[src/rtl/sdc_pkg.sv]
package sdc_pkg;

    localparam int SDC_DIGITS = 3;
    localparam int SEG_W      = 7;

    typedef enum logic [1:0] {
        ST_OFF  = 2'd0,
        ST_IDLE = 2'd1,
        ST_SEND = 2'd2,
        ST_RECV = 2'd3
    } sdc_state_e;

    typedef logic [SDC_DIGITS-1:0][3:0] bcd_num_t;

    localparam logic [SEG_W-1:0] SEG_BLANK_N = 7'h7F;
    localparam logic [SEG_W-1:0] SEG_DASH_N  = 7'b0111111;

    // active-low pattern, bit 0 = segment a
    function automatic logic [SEG_W-1:0] seg_of(input logic [3:0] d);
        logic [SEG_W-1:0] on;
        case (d)
            4'd0: on = 7'h3F;
            4'd1: on = 7'h06;
            4'd2: on = 7'h5B;
            4'd3: on = 7'h4F;
            4'd4: on = 7'h66;
            4'd5: on = 7'h6D;
            4'd6: on = 7'h7D;
            4'd7: on = 7'h07;
            4'd8: on = 7'h7F;
            4'd9: on = 7'h6F;
            default: on = 7'h00;
        endcase
        return ~on;
    endfunction

    function automatic int bcd_to_int(input bcd_num_t v);
        int acc;
        acc = 0;
        for (int i = SDC_DIGITS - 1; i >= 0; i--) begin
            acc = acc * 10 + int'(v[i]);
        end
        return acc;
    endfunction

    function automatic bcd_num_t int_to_bcd(input int n);
        bcd_num_t r;
        int rest;
        rest = n;
        for (int i = 0; i < SDC_DIGITS; i++) begin
            r[i] = 4'(rest % 10);
            rest = rest / 10;
        end
        return r;
    endfunction

    function automatic bcd_num_t feet_to_meters(input bcd_num_t ft);
        int f;
        f = bcd_to_int(ft);
        return int_to_bcd((f * 3048 + 5000) / 10000);
    endfunction

endpackage

[src/rtl/sdc_sync2.sv]
module sdc_sync2 #(
    parameter int WIDTH = 1
) (
    input  logic             clk_i,
    input  logic             rst_i,
    input  logic [WIDTH-1:0] async_i,
    output logic [WIDTH-1:0] sync_o
);
    logic [WIDTH-1:0] stage1_q;
    logic [WIDTH-1:0] stage2_q;

    always_ff @(posedge clk_i) begin
        if (rst_i) begin
            stage1_q <= '0;
            stage2_q <= '0;
        end else begin
            stage1_q <= async_i;
            stage2_q <= stage1_q;
        end
    end

    assign sync_o = stage2_q;
endmodule

[src/rtl/sdc_debounce.sv]
module sdc_debounce #(
    parameter int DB_TICKS = 4
) (
    input  logic clk_i,
    input  logic rst_i,
    input  logic level_i,
    output logic press_o
);
    localparam int CW = $clog2(DB_TICKS) + 1;

    typedef struct packed {
        logic          stable;
        logic [CW-1:0] cnt;
    } db_reg_t;

    db_reg_t r_d, r_q;
    logic    settle;

    always_comb begin
        r_d    = r_q;
        settle = (level_i != r_q.stable) && (r_q.cnt == CW'(DB_TICKS - 1));
        if (level_i != r_q.stable) begin
            if (settle) begin
                r_d.stable = level_i;
                r_d.cnt    = '0;
            end else begin
                r_d.cnt = r_q.cnt + 1'b1;
            end
        end else begin
            r_d.cnt = '0;
        end
        press_o = settle && level_i;
    end

    always_ff @(posedge clk_i) begin
        if (rst_i) r_q <= '0;
        else       r_q <= r_d;
    end
endmodule

[src/rtl/sdc_bcd_counter.sv]
module sdc_bcd_counter
    import sdc_pkg::*;
(
    input  logic     clk_i,
    input  logic     rst_i,
    input  logic     clr_i,
    input  logic     inc_i,
    output bcd_num_t value_o
);
    bcd_num_t                cnt_d, cnt_q;
    logic [SDC_DIGITS:0]     lower_nines;

    assign lower_nines[0] = 1'b1;

    for (genvar g = 0; g < SDC_DIGITS; g++) begin : g_digit
        assign lower_nines[g+1] = lower_nines[g] && (cnt_q[g] == 4'd9);

        always_comb begin
            cnt_d[g] = cnt_q[g];
            if (clr_i) begin
                cnt_d[g] = 4'd0;
            end else if (inc_i && !lower_nines[SDC_DIGITS] && lower_nines[g]) begin
                cnt_d[g] = (cnt_q[g] == 4'd9) ? 4'd0 : cnt_q[g] + 4'd1;
            end
        end
    end

    always_ff @(posedge clk_i) begin
        if (rst_i) cnt_q <= '0;
        else       cnt_q <= cnt_d;
    end

    assign value_o = cnt_q;
endmodule

[src/rtl/sonar_depth_ctrl.sv]
module sonar_depth_ctrl
    import sdc_pkg::*;
#(
    parameter int LONG_TICKS  = 64,
    parameter int SHORT_TICKS = 8,
    parameter int DB_TICKS    = 4
) (
    input  logic                        clk_i,
    input  logic                        rst_i,
    input  logic                        pwr_btn_i,
    input  logic                        unit_btn_i,
    input  logic                        echo_i,
    output logic                        tx_en_o,
    output logic [SDC_DIGITS*SEG_W-1:0] seg_n_o,
    output logic                        led_ft_n_o,
    output logic                        led_m_n_o
);
    localparam int MAX_T = (LONG_TICKS > SHORT_TICKS) ? LONG_TICKS : SHORT_TICKS;
    localparam int TW    = $clog2(MAX_T) + 1;

    typedef struct packed {
        sdc_state_e    state;
        logic          metric;
        logic [TW-1:0] timer;
        logic          echo_prev;
        bcd_num_t      depth;
        logic          err;
    } ctl_reg_t;

    ctl_reg_t   r_d, r_q;
    logic [2:0] synced;
    logic       pwr_press, unit_press, echo_edge;
    bcd_num_t   count;
    bcd_num_t   shown;
    sdc_state_e state_q;
    logic       err_q;

    sdc_sync2 #(.WIDTH(3)) sync_i (
        .clk_i  (clk_i),
        .rst_i  (rst_i),
        .async_i({echo_i, unit_btn_i, pwr_btn_i}),
        .sync_o (synced)
    );

    sdc_debounce #(.DB_TICKS(DB_TICKS)) pwr_db_i (
        .clk_i  (clk_i),
        .rst_i  (rst_i),
        .level_i(synced[0]),
        .press_o(pwr_press)
    );

    sdc_debounce #(.DB_TICKS(DB_TICKS)) unit_db_i (
        .clk_i  (clk_i),
        .rst_i  (rst_i),
        .level_i(synced[1]),
        .press_o(unit_press)
    );

    sdc_bcd_counter cnt_i (
        .clk_i  (clk_i),
        .rst_i  (rst_i),
        .clr_i  ((r_q.state == ST_IDLE) || (r_q.state == ST_OFF)),
        .inc_i  ((r_q.state == ST_SEND) || (r_q.state == ST_RECV)),
        .value_o(count)
    );

    assign echo_edge = synced[2] && !r_q.echo_prev;

    always_comb begin
        r_d           = r_q;
        r_d.timer     = r_q.timer + 1'b1;
        r_d.echo_prev = synced[2];
        case (r_q.state)
            ST_OFF: begin
                if (pwr_press) begin
                    r_d.state = ST_IDLE;
                    r_d.timer = '0;
                    r_d.depth = '0;
                    r_d.err   = 1'b0;
                end
            end
            ST_IDLE: begin
                if (pwr_press) begin
                    r_d.state = ST_OFF;
                end else if (r_q.timer == TW'(LONG_TICKS - 1)) begin
                    r_d.state = ST_SEND;
                    r_d.timer = '0;
                end
            end
            ST_SEND: begin
                if (r_q.timer == TW'(SHORT_TICKS - 1)) begin
                    r_d.state = ST_RECV;
                    r_d.timer = '0;
                end
            end
            default: begin
                if (echo_edge) begin
                    r_d.state = ST_IDLE;
                    r_d.timer = '0;
                    r_d.depth = count;
                    r_d.err   = 1'b0;
                end else if (r_q.timer == TW'(LONG_TICKS - 1)) begin
                    r_d.state = ST_IDLE;
                    r_d.timer = '0;
                    r_d.err   = 1'b1;
                end
            end
        endcase
        if (r_q.state != ST_OFF && unit_press) begin
            r_d.metric = !r_q.metric;
        end
    end

    always_ff @(posedge clk_i) begin
        if (rst_i) begin
            r_q       <= '0;
            r_q.state <= ST_OFF;
        end else begin
            r_q <= r_d;
        end
    end

    // display path
    always_comb begin
        logic lead;
        shown = r_q.metric ? feet_to_meters(r_q.depth) : r_q.depth;
        lead  = 1'b1;
        for (int i = SDC_DIGITS - 1; i >= 0; i--) begin
            lead = lead && (shown[i] == 4'd0) && (i != 0);
            if (r_q.state == ST_OFF || lead)
                seg_n_o[i*SEG_W +: SEG_W] = SEG_BLANK_N;
            else if (r_q.err)
                seg_n_o[i*SEG_W +: SEG_W] = SEG_DASH_N;
            else
                seg_n_o[i*SEG_W +: SEG_W] = seg_of(shown[i]);
            if (r_q.err && r_q.state != ST_OFF)
                seg_n_o[i*SEG_W +: SEG_W] = SEG_DASH_N;
        end
    end

    assign tx_en_o    = (r_q.state == ST_SEND);
    assign led_ft_n_o = (r_q.state == ST_OFF) || r_q.metric;
    assign led_m_n_o  = (r_q.state == ST_OFF) || !r_q.metric;
    assign state_q    = r_q.state;
    assign err_q      = r_q.err;
endmodule

[config.mk]
export PLATFORM = sky130hd
export DESIGN_NAME = sonar_depth_ctrl
export DESIGN_NICKNAME = d
export VERILOG_FILES = /design/src/rtl/sdc_pkg.sv /design/src/rtl/sdc_sync2.sv /design/src/rtl/sdc_debounce.sv /design/src/rtl/sdc_bcd_counter.sv /design/src/rtl/sonar_depth_ctrl.sv
export SDC_FILE = /design/constraint.sdc
export NUM_CORES = 1
export LEC_CHECK = 0
export ABC_CLOCK_PERIOD_IN_PS = 66700
export BUFFER_PORTS_ARGS = -buffer_cell sky130_fd_sc_hd__buf_2
export CAP_MARGIN = 20
export CORE_ASPECT_RATIO = 0.5
export CORE_MARGIN = 2
export CORE_UTILIZATION = 25
export DETAILED_ROUTE_END_ITERATION = 7
export PLACE_DENSITY_LB_ADDON = 0.2
export SYNTH_ARGS = -nofsm -noshare
export SYNTH_HDL_FRONTEND = slang
export SYNTH_HIERARCHICAL = 1
export SYNTH_SLANG_ARGS = --single-unit
[constraint.sdc]
create_clock -name clk_i -period 66.7 [get_ports clk_i]
set_input_delay 6.67 -clock clk_i [delete_from_list [all_inputs] [get_ports clk_i]]
set_output_delay 6.67 -clock clk_i [all_outputs]
set_load 0.01 [all_outputs]
==> flow_summary.yaml <==
outcome:
  status: "finished clean"
route:
  dr.pass1.iters: 5
  wl_per_cell_um: 15.63
  antenna_left: 0
  vias_per_cell: 5.332
  drt_iter0_drc: 925
  wl_mm: 43.94
  dr_total_vias: 14990
  drc: 0
timing:
  slew-limit-headroom_pct: 28.50
  rsz0062_at_grt: "no"
  slew_violations: 0
  setup_viol: 0
  post-route-period-util_pct: 48.61
  finalCriticalPeriod_ns: 32.42
  finClkSkew_ns: 0.004957
  tightest_slew_ns: 1.064
  hold_viol: 0
  finalSetupTns_ns: 0
  fmax_ghz: 0.03084
placement:
  hpwl_mm: 36.16
  place_congestion: 0.8179
  dp_cells: 2804
  io_buffers: 28
  placed_area_mm2: 0.01614
cells_and_area:
  multi_input_comb_area_mm2: 0.01333
  fill_cells: 6577
  regArea_mm2: 0.001001
  final_cell_area_mm2: 0.01628
  nNetsFinal: 2176
  final_cells: 2812
  synthToLayoutAreaGrowth_pct: 7.368
  drive_above_1_share_pct: 9.350
  n_antenna_cell: 0
clock_network:
  path_clk_slew_ns: 0.06
  post_cts_buffers: 0
  cts_buffer_depth: 2
  cts_made_buffers: 5
  hold_buffers: 0
  clk_latency_ns: 0.28
  cts_resized: 0
  cts.sinks: 50
  clockRootBuffer: "clkbuf_16"
  htree_levels: 2
  cts_tree: "yes"
yosys:
  yosysSeqAreaShare_pct: 6.601
  syn_area_per_cell_um2: 7.533
  synth_top_area_share_pct: 9.077
  ys_ff_latch: 50
  yosysTopAreaCell: "ha_1"
  netlist_area_mm2: 0.01516
  yosysWarnings: 6
  ys_top_cells_by_area: "ha_1 9.1%, fa_1 8.1%, dfxtp_1 6.6%"
  synthCells: 2013
  yosys.cell_count.top_type: "nand2_1"
  async_flop_share_pct: 0
  synth_enable_flop_cells: 0
  synth_ff_type: "dfxtp_1"
  synth_common_cells: "176 x nand2_1, 164 x nor2_1, 150 x inv_1"
  ys_types: 141
worst_setup_path:
  slowest_delay_ns: 0.81
  worst-path-buf-inv: 10
  endpoint_kind: "output port"
  startpoint_type: "flop"
  cp_top_family: "compound AO/OA/AOI/OAI gates"
  critPathSlowestCell: "o311a_1"
  setup.worst_path.class: "flop to output port"
  cp_data_required_time_ns: 60.03
  crit_fanout: 21
  worstPathArrival_ns: 25.75
floorplan:
  die_w_um: 352.3
  fp-row-count: 63
  core-area_mm2: 0.05959
  die_height_um: 178.1
  start_util_pct: 25.45
  die_area_mm2: 0.06276
  io_pins: 29
grt:
  grt_usage_pct: 13.45
  antenna_found_initial: 0
  grt_pass1_wl_mm: 72.41
  grt_pass1_vias: 13880
  grt_overflow: 0
  grt_max_degree: 26
run:
  cap_violations: 0
hold_path:
  hp-class: "flop to flop"
## path summary, 6_finish.rpt
check,startpoint,to,slack [ns],depth (start not counted)
hold / removal,unit_db_i/r_q[0],unit_db_i/r_q[0],0.43,1
setup / recovery,r_q[12],seg_n_o[20],34.28,84
setup reg to reg,state_q[0],r_q[10],64.54,4
hold reg to reg,unit_db_i/r_q[0],unit_db_i/r_q[0],0.43,1
## worst register-to-register path, stage by stage (launching register included)
cell and delay [ns]:
dfxtp_1 0.41, inv_1 0.08, ha_1 0.37, nor4_2 0.99, a22o_1 0.25
## logic make-up after synthesis
logic type	after synthesis	share of synthesized area, %
simple gates	744	25.86
compound gates	628	31.95
buf+inv	215	5.611
fa+ha+maj	178	17.59
xor+xnor	152	9.374
flops	50	6.601
mux	44	2.962
other cells	2	0.04953
## cell usage in the layout, fill, tap and decap left out, drive strengths merged, types with 50 or more instances in the layout
cell type,netlist,layout
nand2,179,179
nor2,166,166
inv,152,152
o21ai,117,117
ha,110,110
a21oi,110,110
xnor2,108,108
nand3,86,86
fa,61,61
nor3,61,61
dfxtp,50,50
## through the flow
stage               worst slack (ns)  util, %  hold WS [ns]
floorplan                      39.25        -        0.4048
global placement               35.33    27.08        0.4147
detailed placement             34.80    27.08        0.4212
CTS                            34.42    27.31        0.4312
global route                   31.88    27.32        0.4458
finish                         34.28    27.32        0.4307
## state kept, by name (all words and copies together), names as in the netlist
name	count
r_q	21
cnt_i/value_o	12
pwr_db_i/r_q	4
unit_db_i/r_q	4
sync_i/stage1_q	3
sync_i/sync_o	3
state_q	2
err_q	1
## layout make-up
type,instances,area share [%]
clock inverters,2,0.06148
inverters,152,3.520
clock buffers,5,0.7685
well taps,812,6.240
repair buffers,39,1.368
flip-flops and latches,50,6.148
multi-input cells,1752,81.89
## layer usage
| layer | track usage (%) | share of wire, % |
|---|---|---|
| met1 | 20.26 | 54 |
| met4 | 1.389 | 0.61 |
| met2 | 21.88 | 43 |
| met3 | 0.4604 | 2.2 |
| met5 | 0 | 0 |
Power is left out: the tool's default activity adds up to more than one toggle a clock period on the data nets, which glitch-free logic cannot reach.
